## src/rtl/rxirq_pkg.sv

```systemverilog
package rxirq_pkg;

    // Error bits attached to one received character
    typedef struct packed {
        logic parity;
        logic frame;
        logic brk;
    } rx_err_t;

    // One receive-side event as seen in a single cycle
    typedef struct packed {
        logic    done;
        logic    brk_det;
        logic    addr;
        rx_err_t err;
    } rx_event_t;

    // Software qualifiers for flag setting
    typedef struct packed {
        logic err_ie;
        logic addr_only;
    } rx_mode_t;

    // Next-state operation selected for the receive flag
    typedef enum logic [1:0] {
        FL_HOLD  = 2'd0,
        FL_SET   = 2'd1,
        FL_CLEAR = 2'd2
    } flag_op_t;

    function automatic logic ev_present(rx_event_t e);
        return e.done | e.brk_det;
    endfunction

    // A break strobe always implies a break error
    function automatic logic ev_has_error(rx_event_t e);
        return e.err.parity | e.err.frame | e.err.brk | e.brk_det;
    endfunction

    function automatic logic ev_addr_pass(rx_event_t e, rx_mode_t m);
        return !m.addr_only || e.addr;
    endfunction

    function automatic logic ev_err_pass(rx_event_t e, rx_mode_t m);
        return !ev_has_error(e) || m.err_ie;
    endfunction

endpackage

```

## src/rtl/rxirq_qualify.sv

```systemverilog
module rxirq_qualify
    import rxirq_pkg::*;
(
    input  rx_event_t ev,
    input  rx_mode_t  mode,
    output logic      set_evt
);

    logic present;
    logic err_ok;
    logic addr_ok;

    always_comb begin
        present = ev_present(ev);
        err_ok  = ev_err_pass(ev, mode);
        addr_ok = ev_addr_pass(ev, mode);
        set_evt = present && err_ok && addr_ok;
    end

endmodule

```

## src/rtl/rxirq_flag.sv

```systemverilog
module rxirq_flag
    import rxirq_pkg::*;
(
    input  logic clk,
    input  logic rst,
    input  logic soft_rst,
    input  logic set_evt,
    input  logic buf_rd,
    input  logic irq_ack,
    output logic flag_d,
    output logic flag_q
);

    flag_op_t op;

    // Set beats a same-cycle clear so no notification is dropped
    always_comb begin
        if (soft_rst)
            op = FL_CLEAR;
        else if (set_evt)
            op = FL_SET;
        else if (buf_rd || irq_ack)
            op = FL_CLEAR;
        else
            op = FL_HOLD;
    end

    always_comb begin
        case (op)
            FL_SET:   flag_d = 1'b1;
            FL_CLEAR: flag_d = 1'b0;
            default:  flag_d = flag_q;
        endcase
    end

    always_ff @(posedge clk) begin
        if (rst)
            flag_q <= 1'b0;
        else
            flag_q <= flag_d;
    end

    p_set_wins_r5: assert property (@(posedge clk) disable iff (rst)
        (set_evt && !soft_rst) |=> flag_q);

    p_clear_r5: assert property (@(posedge clk) disable iff (rst)
        ((buf_rd || irq_ack) && !set_evt && !soft_rst) |=> !flag_q);

    p_hold_r1: assert property (@(posedge clk) disable iff (rst)
        (!set_evt && !buf_rd && !irq_ack && !soft_rst) |=> (flag_q == $past(flag_q)));

    p_soft_clr_r6: assert property (@(posedge clk) disable iff (rst)
        soft_rst |=> !flag_q);

endmodule

```

## src/rtl/rxirq_startdet.sv

```systemverilog
module rxirq_startdet (
    input  logic clk,
    input  logic rst,
    input  logic start_en,
    input  logic start_valid,
    output logic sdet_d,
    output logic sdet_q
);

    always_comb begin
        if (!start_en)
            sdet_d = 1'b0;
        else if (start_valid)
            sdet_d = 1'b1;
        else
            sdet_d = sdet_q;
    end

    always_ff @(posedge clk) begin
        if (rst)
            sdet_q <= 1'b0;
        else
            sdet_q <= sdet_d;
    end

    p_sdet_off_r8: assert property (@(posedge clk) disable iff (rst)
        !start_en |=> !sdet_q);

    p_sdet_set_r8: assert property (@(posedge clk) disable iff (rst)
        (start_en && start_valid) |=> sdet_q);

endmodule

```

## src/rtl/rxirq_request.sv

```systemverilog
module rxirq_request (
    input  logic clk,
    input  logic rst,
    input  logic soft_rst,
    input  logic ie_wr,
    input  logic ie_wdata,
    input  logic flag_d,
    input  logic sdet_d,
    output logic ie_q,
    output logic req_q
);

    logic ie_d;
    logic req_d;

    always_comb begin
        if (soft_rst)
            ie_d = 1'b0;
        else if (ie_wr)
            ie_d = ie_wdata;
        else
            ie_d = ie_q;
        // Built from next-state values so the request tracks the flags without lag
        req_d = (flag_d || sdet_d) && ie_d;
    end

    always_ff @(posedge clk) begin
        if (rst) begin
            ie_q  <= 1'b0;
            req_q <= 1'b0;
        end else begin
            ie_q  <= ie_d;
            req_q <= req_d;
        end
    end

    p_ie_soft_r6: assert property (@(posedge clk) disable iff (rst)
        soft_rst |=> !ie_q);

    p_ie_write_r10: assert property (@(posedge clk) disable iff (rst)
        (ie_wr && !soft_rst) |=> (ie_q == $past(ie_wdata)));

endmodule

```

## src/rtl/uart_rx_irq_ctl.sv

```systemverilog
module uart_rx_irq_ctl
    import rxirq_pkg::*;
(
    input  logic clk,
    input  logic rst,
    input  logic soft_rst,
    input  logic char_done,
    input  logic break_det,
    input  logic err_parity,
    input  logic err_frame,
    input  logic err_break,
    input  logic addr_char,
    input  logic start_valid,
    input  logic err_irq_en,
    input  logic addr_only_mode,
    input  logic start_det_en,
    input  logic ie_wr,
    input  logic ie_wdata,
    input  logic buf_rd,
    input  logic irq_ack,
    output logic rx_flag,
    output logic irq_en,
    output logic irq_req
);

    rx_event_t ev;
    rx_mode_t  mode;
    logic      set_evt;
    logic      flag_d;
    logic      sdet_d;
    logic      sdet_q;

    always_comb begin
        ev.done       = char_done;
        ev.brk_det    = break_det;
        ev.addr       = addr_char;
        ev.err.parity = err_parity;
        ev.err.frame  = err_frame;
        ev.err.brk    = err_break;
        mode.err_ie    = err_irq_en;
        mode.addr_only = addr_only_mode;
    end

    rxirq_qualify u_qualify (
        .ev      (ev),
        .mode    (mode),
        .set_evt (set_evt)
    );

    rxirq_flag u_flag (
        .clk      (clk),
        .rst      (rst),
        .soft_rst (soft_rst),
        .set_evt  (set_evt),
        .buf_rd   (buf_rd),
        .irq_ack  (irq_ack),
        .flag_d   (flag_d),
        .flag_q   (rx_flag)
    );

    rxirq_startdet u_startdet (
        .clk         (clk),
        .rst         (rst),
        .start_en    (start_det_en),
        .start_valid (start_valid),
        .sdet_d      (sdet_d),
        .sdet_q      (sdet_q)
    );

    rxirq_request u_request (
        .clk      (clk),
        .rst      (rst),
        .soft_rst (soft_rst),
        .ie_wr    (ie_wr),
        .ie_wdata (ie_wdata),
        .flag_d   (flag_d),
        .sdet_d   (sdet_d),
        .ie_q     (irq_en),
        .req_q    (irq_req)
    );

    logic err_any;
    assign err_any = err_parity || err_frame || err_break || break_det;

    p_err_block_r1: assert property (@(posedge clk) disable iff (rst)
        (err_any && !err_irq_en && !rx_flag) |=> !rx_flag);

    p_addr_block_r3: assert property (@(posedge clk) disable iff (rst)
        (addr_only_mode && !addr_char && !rx_flag) |=> !rx_flag);

    p_req_track_r9: assert property (@(posedge clk) disable iff (rst)
        irq_req == ((rx_flag || sdet_q) && irq_en));

    p_por_r7: assert property (@(posedge clk)
        rst |=> (!rx_flag && !irq_en && !irq_req && !sdet_q));

endmodule

```

## config.mk

```make
export PLATFORM = sky130hd
export DESIGN_NAME = uart_rx_irq_ctl
export DESIGN_NICKNAME = d
export VERILOG_FILES = /design/src/rtl/rxirq_pkg.sv /design/src/rtl/rxirq_qualify.sv /design/src/rtl/rxirq_flag.sv /design/src/rtl/rxirq_startdet.sv /design/src/rtl/rxirq_request.sv /design/src/rtl/uart_rx_irq_ctl.sv
export SDC_FILE = /design/constraint.sdc
export NUM_CORES = 1
export LEC_CHECK = 0
export ABC_AREA = 1
export CORE_AREA = 2 2 39 41
export CTS_CLUSTER_SIZE = 28
export DETAILED_ROUTE_END_ITERATION = 10
export DIE_AREA = 0 0 41 43
export MAX_ROUTING_LAYER = met4
export PLACE_DENSITY_LB_ADDON = 0.25
export RECOVER_POWER = 50
export SYNTH_ARGS = -nofsm -noshare
export SYNTH_HDL_FRONTEND = slang
export SYNTH_SLANG_ARGS = --single-unit
```

## constraint.sdc

```tcl
create_clock -name clk -period 1.2 [get_ports clk]
set_input_delay 0.18 -clock clk [delete_from_list [all_inputs] [get_ports clk]]
set_output_delay 0.18 -clock clk [all_outputs]
set_load 0.005 [all_outputs]
```

# After elaboration in Yosys (flattened, before gate mapping)
# Cells that the tools add are included.
# classes
n_reduce_logical,9
eq_ne,2
mux,8
bitwise_logic,4
# op_table
op,n
$mux 2,3
$logic_or 1x1->1,4
$mux 1,4
$or 1x1->1,4
$logic_and 1x1->1,3
$eq 2x1->1 const B,1
$eq 2x2->1 const B,1
$logic_not 1->1,2
$pmux 1 s2,1
# totals
output_inout_bits,3
register_bits,4
inputBits,17
word_cells,27

# Depth between registers and ports, before layout
# depth
depth_word,13
mapped_depth,7
ltp_nobuf,7

# Modules after synthesis
# From an unflattened synthesis, not the netlist that was laid out.
# hier_totals
cells_unflattened,38
hier_area_um2,241.5
# modules_own_cells
module,area_per_inst_um2,instances,cells_per_inst,seq_area_each_um2
rxirq_request,88.8,1,12,40.0
rxirq_flag,60.1,1,10,20.0
rxirq_qualify,48.8,1,11,0.0
rxirq_startdet,43.8,1,5,20.0

# Worst setup path before layout
# No wires, ideal clock.
# synth_timing
path_type,reg-to-reg
from,reg u_request.ie_q
to,reg u_request.req_q
setup_ps,66
stages_incl_launch_ff,5
required_time_ps,1134
path_buffers,0
setup_slack_ps,492
t_arrival_ps,642
period_less_slack_ps,708
path_cell_list,dfxtp_1 > nand2_1 > a21oi_1 > nand2_1 > a21oi_2
# synth_via
elab_chain_len,3
# synth_rtl
element,line,source
"start, declared",rxirq_request.sv:9,"output logic ie_q,"
"start signal, assigned",rxirq_request.sv:32,ie_q <= ie_d;
$mux 1,rxirq_request.sv:19,else if (ie_wr)
$mux 1,rxirq_request.sv:17,if (soft_rst)
$logic_and 1x1->1,rxirq_request.sv:24,req_d = (flag_d || sdet_d) && ie_d;
"end signal, assigned",rxirq_request.sv:33,req_q <= req_d;
"end, declared",rxirq_request.sv:10,output logic req_q
# Every way passes these cells.
# A chain may end at the register's enable or synchronous reset.

# Worst setup path after layout
# layout_timing
from,in ie_wr
to,reg u_request.req_q
# layout_via
elab_chain_len,3
# layout_rtl
element,line,source
"start, declared",uart_rx_irq_ctl.sv:17,"input logic ie_wr,"
$mux 1,rxirq_request.sv:19,
$mux 1,rxirq_request.sv:17,
$logic_and 1x1->1,rxirq_request.sv:24,
# Every way passes these cells.

==> flow_summary_export.csv <==
group,metric,value,unit
status,status,"finished, final reports clean",
cells_and_area,layout-drive-gt1-share,11.5,%
pwr,swShare,19.5,%
synth,synth_nets,47,
pwr,p_leak,0.207,nW
timing,hold_viol_final,0,
synth,ys_types,9,
clock_network,clock_sinks,4,
clock_network,clockBufferDepth,2,
timing,slew_headroom,80.6,%
setup_path,critical_path_arrival,1.14,ns
timing,tns,0,ns
setup_path,start_kind,"input port",
setup_path,reg2reg_setup_slack,0.46,ns
setup_path,cp_max_fo,2,
cells_and_area,regArea,80.1,µm²
synth,syn_area_per_cell,6.34,µm²
cells_and_area,multi_input_area,87.6,µm²
setup_path,cpPeakStageDelay,0.55,ns
setup_path,cp_slowest_cell,"dlygate4sd3_1",
setup_path,required,1.37,ns
global_route,grt_usage,6.58,%
pwr,ir_worst_vdd,0.354,mV
synth,yosysSeqAreaShare,42.1,%
cells_and_area,fin_area,419,µm²
clock_network,cts_root_buffer,"clkbuf_4",
routing,wl_per_cell,7.09,µm
min_path,min_to,"u_startdet.sdet_q",
timing,worst_pin_slew,0.288,ns
synth,synth_area,190,µm²
global_route,antenna_found_initial,0,
synth,yosys_warnings,0,
routing,routed_wl,482,µm
setup_path,path_cells,"dlygate4sd3_1 -> inv_1 -> nand2_1 -> a21oi_1 -> nand2_1 -> a21oi_2",
timing,setup_viol,0,
clock_network,cts_buffers,3,
pwr,pwr-share-comb,20.7,%
timing,layout_min_cycle_time,0.976,ns
setup_path,reg2reg_depth,2,
cells_and_area,area_delta_synth_final,120,%
global_route,grt_pass1_vias,221,
routing,avgViaCountPerCell,3.56,
routing,vias,242,
clock_network,cts.clk_slew.worst_paths,0.04,ns
floorplan,die_h,43,µm
pwr,clkPwrFrac,42.5,%
cells_and_area,num_antenna_cells,0,
setup_path,setup.worst_path.end_class,"flip-flop",
setup_path,r2r-end,"u_request.req_q",
cells_and_area,postLayoutCoreUtil,30.3,%
pwr,switchingPower,0.0000741,W
min_path,min_path_type,"reg2reg",
min_path,whs_path_depth,2,
floorplan,io_pins,20,
synth,ys_ff_latch,4,
floorplan,rows,14,
routing,drcViolationCount,0,
global_route,grt_max_degree,4,
floorplan,core,1380,µm²
floorplan,initial_core_util,13.7,%
flow_run,cap_viol_max_count,0,
cells_and_area,final_cell_mix,"clkdlybuf4s50_1 (14), nand2_1 (8), nor2_1 (7)",
synth,netlist_instances,30,
clock_network,cts_setup_buffers,0,
routing,dr.pass1.iters,2,
clock_network,cts_hold_buf,0,
timing,skew,0.00280,ns
place,gp_congestion,0.605,
pwr,power.density,905,nW/µm²
place,port_buffers,19,
min_path,hp-start,"u_startdet.sdet_q",
timing,finalMaxSlewViolations,0,
floorplan,die-area,1760,µm²
global_route,grt_pass1_wl,717,µm
clock_network,cts_max_level,1,
place,post-place-ws,0.0270,ns
setup_path,r2r_start,"u_startdet.sdet_q",
floorplan,die_w,41,µm
timing,rsz0062_at_grt,"false",
pwr,cellInternalPower,0.000305,W
place,dp_hpwl,415,µm
clock_network,cts_tree,"done",
timing,max_freq,1.02,GHz
cells_and_area,fill_cells,153,
cells_and_area,num-nets-final,71,
pwr,sequentialPowerShare,36.8,%
global_route,grt-ovfl-total,0,
routing,ant_nets,0,
timing,period_share,81.3,%
cells_and_area,final_common_cell,"clkdlybuf4s50_1",
setup_path,path_common_cell,"nand2_1",
timing,final.setup.worst_slack,0.224,ns
clock_network,clk_latency,0.23,ns
routing,drt-initial-drc-count,1,
place,dpl-instance-area,400,µm²
setup_path,path_class,"in2reg",
[worst max-delay path by stage]
| stage | start | end | slack [ns] |
|---|---|---|---|
| floorplan | u_request.ie_q | u_request.req_q | 0.49 |
| global placement | break_det | u_request.req_q | 0.03 |
| detailed placement | break_det | u_request.req_q | 0.03 |
| CTS | u_request.ie_q | irq_en | 0.22 |
| global route | ie_wr | u_request.req_q | 0.14 |
| finish | ie_wr | u_request.req_q | 0.22 |
[flip-flops by register name, indices dropped and copies added, names as in the netlist]
name               flops
u_flag.flag_q          1
u_request.ie_q         1
u_request.req_q        1
u_startdet.sdet_q      1
[metrics by stage]
step	total power [W]	instances	hold WS, ns
floorplan	0.000162	30	0.252
global placement	0.000224	65	0.542
detailed placement	0.000225	65	0.539
CTS	0.000393	68	0.540
global route	0.000409	68	0.589
finish	0.000379	68	0.543
[critical path: cells and delay by family]
kind	cells	cell delay [ns]
buffers and inverters	2	0.61
AO/OA/AOI/OAI	2	0.22
AND/OR/NAND/NOR	2	0.13
[cell type report]
cell class | instances | share of cell area [%]
Clock buffer | 3 | 5.37
Multi-Input combinational cell | 20 | 20.9
Timing Repair Buffer | 19 | 44.5
Sequential cell | 4 | 19.1
Inverter | 6 | 5.37
Tap cell | 16 | 4.78
[synthesized netlist by cell type, drive strengths merged]
library cell | instances | area (µm²)
nand2 | 9 | 36.3
nor2 | 8 | 32.5
inv | 6 | 22.5
dfxtp | 4 | 80.1
a21oi | 2 | 13.8
o21ai | 1 | 5.00
[cells by family (layout without fill, tap and decap cells)]
kind of cell	after synthesis	after routing	share of synthesized area, %
AOI/OAI and AO/OA	3	3	9.86
buffers and inverters	6	28	11.8
DFF	4	4	42.1
and+or+nand+nor	17	17	36.2
[timing repair]
action / CTS / global route
endpoints found under the setup margin: 3 / 0
hold endpoints to repair: 0 / 0
resized for setup: 3 / 0
[power by group through the flow]
stage / Sequential, W / Clock (W) / Combinational (W)
final: 0.000140 / 0.000161 / 0.0000786
after global routing: 0.000140 / 0.000181 / 0.0000874
after CTS: 0.000140 / 0.000171 / 0.0000816
after detailed placement: 0.000142 / 0 / 0.0000830
after global placement: 0.000142 / 0 / 0.0000826
after floorplan: 0.000142 / 0 / 0.0000201
[layer usage]
metal / vias to the layer above / share of wire (%) / GRT usage, %
li1: 133 / - / -
met1: 96 / 35 / 4.82
met2: 13 / 42 / 10.0
met3: 0 / 22 / 4.19
met4: 0 / 0 / 6.00
met5: - / 0 / -
(Power assumes the default switching activity.)
